==> config.mk <==
export PLATFORM = sky130hd
export DESIGN_NAME = io_periph_decoder
export DESIGN_NICKNAME = d
export VERILOG_FILES = /design/src/rtl/io_periph_decoder.sv
export SDC_FILE = /design/constraint.sdc
export NUM_CORES = 1
export LEC_CHECK = 0
export ABC_AREA = 1
export BUFFER_PORTS_ARGS = -buffer_cell sky130_fd_sc_hd__clkbuf_2
export CORE_MARGIN = 2
export CORE_UTILIZATION = 40
export CTS_CLUSTER_SIZE = 20
export DETAILED_ROUTE_END_ITERATION = 12
export MAX_ROUTING_LAYER = met4
export PLACE_DENSITY = 0.84
export SYNTH_ARGS = -nofsm -noshare
export SYNTH_HDL_FRONTEND = slang
export SYNTH_SLANG_ARGS = --single-unit
==> constraint.sdc <==
create_clock -name clk -period 2.42 [get_ports clk]
set_input_delay 0.121 -clock clk [delete_from_list [all_inputs] [get_ports clk]]
set_output_delay 0.121 -clock clk [all_outputs]
set_load 0.01 [all_outputs]
==> src/rtl/io_periph_decoder.sv <==
module io_periph_decoder #(
  parameter int          DW       = 8,
  parameter int          PAGE_W   = 4,
  parameter int          SUB_W    = 6,
  parameter logic [7:0]  PORT_LO  = 8'hAB,
  parameter logic [7:0]  UADDR_HI = 8'h80,
  parameter logic [7:0]  PAGE_HI  = 8'h81,
  parameter logic [7:0]  CFG_HI   = 8'h82
) (
  input  logic              clk,
  input  logic              rst_n,
  input  logic [15:0]       cpu_addr,
  input  logic              cpu_iorq_n,
  input  logic              cpu_rd_n,
  input  logic              cpu_wr_n,
  input  logic [DW-1:0]     cpu_wr_data,
  output logic [DW-1:0]     cpu_rd_data,
  output logic              cpu_rd_oe,
  input  logic [DW-1:0]     bus_rdata,
  output logic [DW-1:0]     bus_wdata,
  output logic              bus_wdata_oe,
  output logic              bus_rd_n,
  output logic              bus_wr_n,
  output logic              usb_cs_n,
  output logic              usb_a0,
  output logic              usb_ms_n,
  input  logic              usb_pwr,
  output logic              net_cs_n,
  output logic [PAGE_W+SUB_W-1:0] net_addr
);
  localparam int NAW       = PAGE_W + SUB_W;
  localparam int B_A0INV   = 3;
  localparam int B_ROUTE   = 4;
  localparam int B_MS      = 6;
  localparam int B_PWR     = 7;

  logic [7:0]        hi;
  logic              cyc, rd, wr;
  logic              hit_uaddr, hit_range, hit_page, hit_cfg;
  logic              sel_usb, sel_net, periph;
  logic [PAGE_W-1:0] page_q;
  logic              ms_q, route_q, inv_q;
  logic [DW-1:0]     cfg_rd, page_rd;

  assign hi  = cpu_addr[15:8];
  assign rd  = !cpu_rd_n;
  assign wr  = !cpu_wr_n;
  assign cyc = !cpu_iorq_n && (rd || wr) && (cpu_addr[7:0] == PORT_LO);

  assign hit_uaddr = cyc && (hi == UADDR_HI);
  assign hit_range = cyc && !hi[7];
  assign hit_page  = cyc && (hi == PAGE_HI);
  assign hit_cfg   = cyc && (hi == CFG_HI);

  assign sel_usb = hit_uaddr || (hit_range && !route_q);
  assign sel_net = hit_range && route_q;
  assign periph  = sel_usb || sel_net;

  assign usb_cs_n = !sel_usb;
  assign usb_a0   = !hi[7];
  assign net_cs_n = !sel_net;
  assign net_addr = {page_q, cpu_addr[8+SUB_W-1:9], cpu_addr[8] ^ inv_q};
  assign usb_ms_n = !(rst_n && ms_q);

  assign bus_rd_n     = !(periph && rd);
  assign bus_wr_n     = !(periph && wr);
  assign bus_wdata    = cpu_wr_data;
  assign bus_wdata_oe = periph && wr;

  always_comb begin
    cfg_rd          = '0;
    cfg_rd[B_PWR]   = usb_pwr;
    cfg_rd[B_MS]    = ms_q;
    cfg_rd[B_ROUTE] = route_q;
    cfg_rd[B_A0INV] = inv_q;
    page_rd         = '0;
    page_rd[PAGE_W-1:0] = page_q;
  end

  assign cpu_rd_oe   = rd && (periph || hit_page || hit_cfg);
  assign cpu_rd_data = periph   ? bus_rdata :
                       hit_page ? page_rd   :
                       hit_cfg  ? cfg_rd    : '0;

  always_ff @(posedge clk or negedge rst_n) begin
    if (!rst_n) begin
      page_q  <= '0;
      ms_q    <= 1'b0;
      route_q <= 1'b0;
      inv_q   <= 1'b0;
    end else begin
      if (hit_page && wr) page_q <= cpu_wr_data[PAGE_W-1:0];
      if (hit_cfg && wr) begin
        ms_q    <= cpu_wr_data[B_MS];
        route_q <= cpu_wr_data[B_ROUTE];
        inv_q   <= cpu_wr_data[B_A0INV];
      end
    end
  end

  p_single_cs_r9: assert property (@(posedge clk) disable iff (!rst_n)
    $onehot0({!usb_cs_n, !net_cs_n}));

  p_idle_no_cs_r9: assert property (@(posedge clk) disable iff (!rst_n)
    cpu_iorq_n |-> (usb_cs_n && net_cs_n));

  p_cpu_drive_r10: assert property (@(posedge clk) disable iff (!rst_n)
    cpu_rd_oe |-> (!cpu_iorq_n && !cpu_rd_n));

  p_bus_drive_r10: assert property (@(posedge clk) disable iff (!rst_n)
    bus_wdata_oe |-> (!cpu_wr_n && !bus_wr_n && (!usb_cs_n || !net_cs_n)));

  p_rd_strobe_r7: assert property (@(posedge clk) disable iff (!rst_n)
    !bus_rd_n |-> (cpu_rd_oe && (!usb_cs_n || !net_cs_n)));

  p_page_hold_r3: assert property (@(posedge clk) disable iff (!rst_n)
    !(hit_page && wr) |=> $stable(page_q));

  always_comb begin
    if (rst_n === 1'b0)
      p_ms_reset_r6: assert (usb_ms_n === 1'b1);
  end
endmodule

Word level (Yosys, flattened, before mapping)
Index checks and enable logic that the tools add are counted.
Word-level totals
  bits of input ports: 38
  register bits: 7
  output and inout bits: 34
  word-level logic and storage cells: 41
Operators by class
  bitwise logic cells: 1
  multiplexer cells: 3
  equality and inequality tests: 4
  reduce and logical (&&, ||, !) cells: 29
Operator list (number)
  $eq A8 B8 Y1 const B: 4
  $mux W8: 3
  $logic_and A1 B1 Y1: 14
  $logic_not A1 Y1: 10
  $logic_or A1 B1 Y1: 5
  $xor A1 B1 Y1: 1

Logic depth before layout (Yosys ltp)
Gate-level depths: netlist of run 1.
  depth in word-level cells: 11
  gate-level depth with buffers: 10
  mapped depth without buffers: 10

Worst setup path after synthesis of run 1
Ideal clock, no wire load.
  path type: register -> output
  start point: register route_q
  end point: output cpu_rd_data[0]
  buffers on the path: 0
  stages on the path, launching flop included: 7
  arrival: 1033 ps
  required time: 2299 ps
  slack: 1266 ps
  path through: dfrtp_1 -> inv_1 -> nor2_1 -> nand3_4 -> nand2_4 -> nor2_1 -> nor2_1
On the way
  word-level cells in the longest chain between the ends: 5
  elaborated cells between the ends (all ways): 6
  classes of those cells: mux (1); reduce/logical (5)
Ends and longest elaborated chain
  from (decl): line 42  | logic ms_q, route_q, inv_q;
  from (signal assigned): line 95  | route_q <= cpu_wr_data[B_ROUTE];
  $logic_not A1 Y1: line 55  | assign sel_usb = hit_uaddr || (hit_range && !route_q);
  $logic_and A1 B1 Y1: line 55
  $logic_or A1 B1 Y1: line 55
  $logic_or A1 B1 Y1 (*): line 57  | assign periph = sel_usb || sel_net;
  $mux W8 (*): line 81  | assign cpu_rd_data = periph ? bus_rdata :
  to (decl): line 17  | output logic [DW-1:0] cpu_rd_data,
Mark *: on every way between the ends. The rest lies on a longest branch, timed or not.

Worst setup path after layout of run 1
  start point: register route_q
  end point: output cpu_rd_data[3]
Same word-level chain as after synthesis.

==> flow_summary.yaml, run 1 <==
synthesis:
  syn_inst: 131
  synth-seq-area-share: 0.216
  synth_area_per_cell_um2: 6.20
  syn_area_um2: 812
  syn_nets: 169
  synth_warnings: 0
  async_flop_share: 1.00
  synth_cell_types: 22
  synth_edf_count: 0
  ys_ff_latch: 7
  synth_ff_type: "dfrtp_1"
sta:
  hold_viol_final: 0
  fin_setup_tns_ns: 0
  rsz0062_at_grt: "false"
  finalCritPeriodShare: 0.645
  finalClockSkew_ns: 0
  setup_viol_count_final: 0
  slew_headroom: 0.842
  period_needed_ns: 1.56
  slew_viol_final: 0
  worst_slew_pin_slew_ns: 0.237
  fmax_mhz: 641
placed_design:
  place_congestion: 0.748
  port_buffers: 67
  dpl.hpwl_mm: 1.66
  dp_cells: 212
  dpl_cell_area_um2: 1080
worst_setup_path:
  start_kind: "register"
  cp-end-kind: "output port"
  timing_worst_setup_path_type: "reg2out"
  crit_required_ns: 2.30
  worstPathMaxFanout: 9
  arrival_ns: 1.44
clocking:
  cts.sinks: 7
  cts_buffer_depth: 2
  clock-root-buffer: "clkbuf_4"
  insertion_delay_ns: 0.25
  cts_tree: "done"
  clkTransAtPathRegs_ns: 0.05
  cts_buffers: 3
  h-tree-depth: 1
  cts_setup_buffers: 0
global_routing:
  grt_max_degree: 10
  grt_overflow_total: 0
  grt_pass1_vias: 860
  grt_use_total: 0.176
  grt_pass1_wl_mm: 3.22
  antenna_found_initial: 0
floorplanning:
  fp.dieW_um: 49.1
  start_util: 0.418
  core_um2: 1940
  io_pins: 72
  die_area_um2: 2410
  die_h_um: 49.1
  num_rows: 16
route:
  routedWlPerCell_um: 8.70
  routed_wl_mm: 1.89
  routed_via_density: 4.37
  drc: 0
  drtPass1Iterations: 3
  vias: 949
  drtIter0Drc: 3
  ant_nets: 0
finish:
  fillers: 195
  antenna_cells: 0
  layout-drive-gt1-share: 0.479
  utilization: 0.577
  design_area_um2: 1120
  area_growth_pct: 37.9
  fin_nets: 229
  final_cells: 217
  final_common_cell: "clkbuf_2"
  final_cell_mix: "clkbuf_2, nand2_1, nor2_1"
power:
  p_int_mw: 0.216
  p_sw_frac: 0.280
  power_frac_seq: 0.390
  power.share.combinational: 0.257
  clkPwrFrac: 0.353
  post-layout-total-power_mw: 0.300
  power_density_nw_per_um2: 268
  p_leak_nw: 0.695
  peakVddDrop_v: 0.000204
  p_switching_mw: 0.0841
min_path:
  hold_path.class: "in2reg"
run:
  max_cap_violations: 0
status:
  outcome: "finished clean"
==> layer usage <==
layer  share of wire  routed length [um]  GRT usage
met5               0                   0          -
met4           0.029                  55      0.138
met3           0.091                 172     0.0245
met2            0.48                 897      0.299
met1            0.40                 763      0.183
==> area by class of cell <==
cell class | instances | area [um^2] | area share
Multi-Input combinational cell | 87 | 448 | 0.400
Clock buffer | 4 | 26.3 | 0.0235
Sequential cell | 7 | 175 | 0.156
Tap cell | 27 | 33.8 | 0.0302
Inverter | 24 | 91.3 | 0.0816
Timing Repair Buffer | 68 | 345 | 0.308
==> kinds of logic (layout without fill, tap and decap cells) <==
kind of cell / count (synthesis) / count (layout) / share of synthesized area
simple gates: 75 / 75 / 0.465
buf+inv: 37 / 96 / 0.233
compound gates: 11 / 11 / 0.0755
flops: 7 / 7 / 0.216
xor+xnor: 1 / 1 / 0.0108
==> power by group through the flow <==
stage / Clock [mW] / Sequential (mW) / Combinational, mW
final: 0.106 / 0.117 / 0.0772
after global routing: 0.114 / 0.117 / 0.0865
after CTS: 0.110 / 0.117 / 0.0784
after detailed placement: 0 / 0.119 / 0.0768
after global placement: 0 / 0.119 / 0.0753
after floorplan: 0 / 0.119 / 0.0450
==> flip-flops by register name, indices dropped and copies added (netlist names) <==
signal,flops
inv_q,1
ms_q,1
page_q,4
route_q,1
==> stage by stage <==
stage	setup slack [ns]	hold WS, ns
CTS	0.834	0.0891
global placement	1.13	-0.0312
detailed placement	1.09	-0.0269
floorplan	1.27	-0.175
finish	0.860	0.0948
global route	0.694	0.112
==> critical path, cell delays in order, from the launching register on <==
cell	delay [ns]
dfrtp_1	0.34
inv_1	0.06
nor2_1	0.18
nand3_4	0.15
nand2_4	0.15
nor2_1	0.06
nor2_1	0.10
clkbuf_2	0.14
==> path summary, 6_finish.rpt <==
check                      cells past startpoint  slack (ns)                     to             startpoint
max                                            7        0.86         cpu_rd_data[3]    route_q$_DFFE_PN0P_
min                                            3        0.09  page_q[1]$_DFFE_PN0P_         cpu_wr_data[1]
max reg2reg                                    2        1.77  page_q[3]$_DFFE_PN0P_  page_q[3]$_DFFE_PN0P_
min reg2reg                                    2        0.47    route_q$_DFFE_PN0P_    route_q$_DFFE_PN0P_
max in group asynchronous                      2        2.00  page_q[0]$_DFFE_PN0P_                  rst_n
min in group asynchronous                      2        0.24    route_q$_DFFE_PN0P_                  rst_n
==> cells in the mapped netlist (3+ instances only) <==
cell	count	area, um^2
nand2_1	30	113
nor2_1	22	82.6
inv_1	18	67.6
buf_4	13	97.6
dfrtp_1	7	175
nand3_1	7	35.0
nor2_2	5	31.3
o21ai_1	5	25.0
a21oi_1	4	20.0
inv_2	4	15.0
nand2_2	3	18.8
==> what timing repair did <==
action                                 CTS  global route
hold buffers                             1             0
gates resized for setup                  0             0
endpoints found under the hold margin    7             0
(Power assumes the default switching activity.)
==> run 2: changes to the inputs <==
--- a/config.mk
+++ b/config.mk
@@ -8,11 +8,11 @@
 export ABC_AREA = 1
 export BUFFER_PORTS_ARGS = -buffer_cell sky130_fd_sc_hd__clkbuf_2
 export CORE_MARGIN = 2
-export CORE_UTILIZATION = 40
+export CORE_UTILIZATION = 34
 export CTS_CLUSTER_SIZE = 20
 export DETAILED_ROUTE_END_ITERATION = 12
 export MAX_ROUTING_LAYER = met4
-export PLACE_DENSITY = 0.84
+export PLACE_DENSITY = 0.76
 export SYNTH_ARGS = -nofsm -noshare
 export SYNTH_HDL_FRONTEND = slang
 export SYNTH_SLANG_ARGS = --single-unit
==> constraint.sdc (replaced) <==
create_clock -name clk -period 1.3 [get_ports clk]
set_input_delay 0.065 -clock clk [delete_from_list [all_inputs] [get_ports clk]]
set_output_delay 0.065 -clock clk [all_outputs]
set_load 0.01 [all_outputs]
==> flow_summary.yaml, run 2 (same netlist as run 1, synthesis figures left out) <==
status:
  outcome: "complete, but fails checks"
  violations: "setup timing"
finish:
  design_area_um2: 1210
  antenna_cells: 0
  multiInputGateArea_um2: 493
  layout-drive-gt1-share: 0.543
  area_growth_pct: 49.5
  max_flop_register: "page_q"
  final_common_cell: "clkbuf_2"
  fin_nets: 236
  regArea_um2: 175
  final_cell_mix: "clkbuf_2, nand2_1, nor2_1"
  fillers: 236
  largest_reg_flops: 4
power:
  p_leak_nw: 0.739
  post-layout-total-power_mw: 0.568
  power_density_nw_per_um2: 468
  peakVddDrop_v: 0.000389
worst_setup_path:
  r2r_slack_ns: 0.45
  timing_worst_setup_path_type: "reg2out"
  r2r-end: "route_q$_DFFE_PN0P_"
  r2r_cells: 4
  start_kind: "register"
  worstPathMaxFanout: 6
  cp-end-kind: "output port"
  arrival_ns: 1.38
  crit_required_ns: 1.24
  worstReg2RegStart: "route_q$_DFFE_PN0P_"
floorplanning:
  die_area_um2: 2800
  die_h_um: 52.9
  core_um2: 2230
  fp.dieW_um: 52.9
  num_rows: 17
  start_util: 0.364
  io_pins: 72
clocking:
  cts.sinks: 7
  clock-root-buffer: "clkbuf_4"
  cts_buffer_depth: 2
  clkTransAtPathRegs_ns: 0.05
  insertion_delay_ns: 0.26
  cts_buffers: 3
  cts_tree: "done"
  h-tree-depth: 1
global_routing:
  grt_overflow_total: 0
  grt_pass1_wl_mm: 3.23
  grt_max_degree: 9
  grt_pass1_vias: 849
  antenna_found_initial: 0
  grt_use_total: 0.160
placed_design:
  post-place-ws_ns: 0.0472
  port_buffers: 67
  dpl_cell_area_um2: 1080
  place_congestion: 0.695
  dpl.hpwl_mm: 1.71
route:
  drc: 0
  routedWlPerCell_um: 9.48
  drtIter0Drc: 14
  routed_via_density: 4.28
  ant_nets: 0
  drtPass1Iterations: 4
  vias: 964
  routed_wl_mm: 2.13
min_path:
  worstHoldEndpoint: "page_q[0]$_DFFE_PN0P_"
  min_from: "cpu_wr_data[0]"
  holdPathStages: 3
  hold_path.class: "in2reg"
sta:
  hold_viol_final: 0
  setup_slack_ns: -0.149
  worst_slew_pin_slew_ns: 0.251
  holdWs_ns: 0.0284
  setup_viol_count_final: 13
  finalCritPeriodShare: 1.11
  slew_viol_final: 0
  period_needed_ns: 1.45
  finalClockSkew_ns: 0
  slew_headroom: 0.832
  fin_setup_tns_ns: -1.34
  fmax_mhz: 690
  rsz0062_at_grt: "true"
run:
  max_cap_violations: 0
run 2: cell count changes in the layout (fill, tap and decap cells not counted), moves of 4 or more:
cell      delta
buf_2        +5
buf_4        +4
clkbuf_2     -6
nand2_1      -4
nand2_2      +5
run 2: where the power goes:
group / switching (mW) / internal (mW)
clock network: 0.0853 / 0.117
logic: 0.0787 / 0.0683
registers: 0.0000263 / 0.218
run 2: critical path, stage by stage (launching register included):
cell and delay, ns:
dfrtp_1 0.39, inv_2 0.11, nand2_2 0.06, nand2_2 0.08, nand2_4 0.08, buf_6 0.14, a21oi_2 0.10, nor2_1 0.04
clkbuf_2 0.12
run 2: what timing repair did:
item | CTS | global route
gates resized for setup | 11 | 9
buffers inserted | 3 | 2
hold buffers | 1 | 0
pin swaps | 2 | 3
endpoints found under the hold margin | 7 | 0
setup endpoints to repair | 12 | 13
cloned | 2 | 0
run 2: worst max-delay path by stage:
stage / startpoint / to / slack (ns) / depth (start not counted)
floorplan: route_q$_DFFE_PN0P_ / cpu_rd_data[0] / 0.20 / 6
global placement: route_q$_DFFE_PN0P_ / cpu_rd_data[3] / 0.10 / 7
detailed placement: route_q$_DFFE_PN0P_ / cpu_rd_data[3] / 0.05 / 7
CTS: route_q$_DFFE_PN0P_ / cpu_rd_data[5] / -0.13 / 7
global route: route_q$_DFFE_PN0P_ / cpu_rd_data[2] / -0.24 / 8
finish: route_q$_DFFE_PN0P_ / cpu_rd_data[2] / -0.15 / 8
run 2: metrics by stage:
stage / cells / util
final: 225 / 0.543
after global routing: 225 / 0.543
after CTS: 223 / 0.531
after detailed placement: 213 / 0.486
after global placement: 213 / 0.486
after floorplan: 131 / -
run 2: final cells by class:
type | count | area share
Inverter | 24 | 0.0753
Multi-Input combinational cell | 89 | 0.406
Sequential cell | 7 | 0.144
Timing Repair Buffer | 73 | 0.324
Clock buffer | 4 | 0.0216
Tap cell | 28 | 0.0289
run 2: per-layer routing:
metal,global-route usage,wire [um],vias up
li1,-,-,522
met1,0.173,879,393
met2,0.288,1050,42
met3,0.0113,156,7
met4,0.0897,46,0
met5,-,0,-
==> run 3: changes to the inputs <==
--- a/config.mk
+++ b/config.mk
@@ -6,13 +6,14 @@
 export NUM_CORES = 1
 export LEC_CHECK = 0
 export ABC_AREA = 1
+export ABC_CLOCK_PERIOD_IN_PS = 1810
 export BUFFER_PORTS_ARGS = -buffer_cell sky130_fd_sc_hd__clkbuf_2
 export CORE_MARGIN = 2
-export CORE_UTILIZATION = 34
+export CORE_UTILIZATION = 40
 export CTS_CLUSTER_SIZE = 20
 export DETAILED_ROUTE_END_ITERATION = 12
 export MAX_ROUTING_LAYER = met4
-export PLACE_DENSITY = 0.76
+export PLACE_DENSITY = 0.85
 export SYNTH_ARGS = -nofsm -noshare
 export SYNTH_HDL_FRONTEND = slang
 export SYNTH_SLANG_ARGS = --single-unit
==> constraint.sdc (replaced) <==
create_clock -name clk -period 1.81 [get_ports clk]
set_input_delay 0.0905 -clock clk [delete_from_list [all_inputs] [get_ports clk]]
set_output_delay 0.0905 -clock clk [all_outputs]
set_load 0.01 [all_outputs]
==> flow_summary.yaml, run 3 (same netlist as run 1, synthesis figures left out) <==
finish:
  antenna_cells: 0
  final_cells: 217
  multiInputGateArea_um2: 448
  regArea_um2: 175
  final_common_cell: "clkbuf_2"
  fillers: 211
  area_growth_pct: 37.9
  fin_nets: 229
  largest_reg_flops: 4
  max_flop_register: "page_q"
  layout-drive-gt1-share: 0.479
  final_cell_mix: "clkbuf_2, nand2_1, nor2_1"
status:
  outcome: "finished clean"
route:
  drc: 0
  routed_wl_mm: 1.81
  drtPass1Iterations: 4
  vias: 917
  drtIter0Drc: 22
  routedWlPerCell_um: 8.34
  routed_via_density: 4.23
  ant_nets: 0
worst_setup_path:
  cp-end-kind: "output port"
  r2r-end: "page_q[3]$_DFFE_PN0P_"
  r2r_slack_ns: 1.17
  r2r_cells: 2
  cp_slowest_stage_delay_ns: 0.35
  timing_worst_setup_path_type: "reg2out"
  cp-endpoint: "cpu_rd_data[3]"
  crit_required_ns: 1.72
  cp_slowest_cell: "dfrtp_1"
  crit_path_start: "route_q$_DFFE_PN0P_"
  worstReg2RegStart: "page_q[3]$_DFFE_PN0P_"
  start_kind: "register"
  crit_top_cell: "nor2_1"
  crit_chain: "inv_1 > nor2_1 > nand3_4 > nand2_4 > nor2_1 > nor2_1 > clkbuf_2"
  worstPathMaxFanout: 9
  arrival_ns: 1.44
global_routing:
  grt_max_degree: 10
  antenna_found_initial: 0
  grt_pass1_wl_mm: 3.04
  grt_pass1_vias: 780
  grt_overflow_total: 0
  grt_use_total: 0.168
sta:
  rsz0062_at_grt: "false"
  slew_viol_final: 0
  fmax_mhz: 655
  setup_slack_ns: 0.284
  holdWs_ns: 0.0639
  hold_viol_final: 0
  fin_setup_tns_ns: 0
  worst_slew_pin_slew_ns: 0.250
  period_needed_ns: 1.53
  finalClockSkew_ns: 0
  slew_headroom: 0.833
  setup_viol_count_final: 0
  finalCritPeriodShare: 0.843
clocking:
  cts_setup_buffers: 0
  cts_buffer_depth: 2
  cts.sinks: 7
  clkTransAtPathRegs_ns: 0.05
  cts-resized-gates: 0
  clock-root-buffer: "clkbuf_4"
  h-tree-depth: 1
  cts_buffers: 3
  cts_hold_buf: 1
  insertion_delay_ns: 0.25
  cts_tree: "done"
floorplanning:
  die_h_um: 49.1
  num_rows: 16
  core_um2: 1940
  start_util: 0.418
  die_area_um2: 2410
  fp.dieW_um: 49.1
  io_pins: 72
power:
  post-layout-total-power_mw: 0.399
  p_leak_nw: 0.695
  power_density_nw_per_um2: 356
  peakVddDrop_v: 0.000358
placed_design:
  post-place-ws_ns: 0.514
  dp_cells: 212
  port_buffers: 67
  dpl.hpwl_mm: 1.63
  place_congestion: 0.718
min_path:
  hold_path.class: "in2reg"
run:
  max_cap_violations: 0
==> run 3: cell types whose count changed in the layout (fill, tap and decap cells not counted), sizes merged <==
cell	before	now
buf	11	0
nand3	11	10
clkbuf	65	71
nand2	36	35
==> run 3: through the flow <==
step	util	area, um^2
3_5_place_dp	0.558	1080
5_1_grt	0.577	1120
3_3_place_gp	0.558	1080
4_1_cts	0.577	1120
2_1_floorplan	-	812
6_report	0.577	1120
==> run 3: cell type report <==
type	count	area share
multi-input combinational	87	0.400
timing repair buffer	68	0.308
sequential	7	0.156
inverter	24	0.0816
tap	27	0.0302
clock buffer	4	0.0235
==> run 3: power by group <==
group	internal [mW]	switching, mW
logic	0.0483	0.0541
clock network	0.0840	0.0553
registers	0.157	0.0000180
total	0.289	0.109
==> run 3: metal layers <==
metal / global-route usage / vias up / part of all wire
met4: 0.129 / 0 / 0.023
met3: 0.0215 / 4 / 0.082
met1: 0.195 / 370 / 0.43
met2: 0.265 / 41 / 0.46
met5: - / - / 0
li1: - / 502 / -
==> run 3: how the worst min path moves through the flow <==
stage | slack, ns | start | to | cells past startpoint
2_1_floorplan | -0.21 | rst_n | inv_q$_DFFE_PN0P_ | 0
3_3_place_gp | -0.06 | rst_n | page_q[3]$_DFFE_PN0P_ | 1
3_5_place_dp | -0.06 | rst_n | page_q[3]$_DFFE_PN0P_ | 1
4_1_cts | 0.05 | cpu_wr_data[2] | page_q[2]$_DFFE_PN0P_ | 3
5_1_grt | 0.06 | cpu_wr_data[2] | page_q[2]$_DFFE_PN0P_ | 3
6_report | 0.06 | cpu_wr_data[2] | page_q[2]$_DFFE_PN0P_ | 3
==> run 3: critical path: cells and delay by family, from the launching register on <==
family	cells	cell delay, ns
and+or+nand+nor	5	0.63
buffers and inverters	2	0.21
DFF	1	0.35
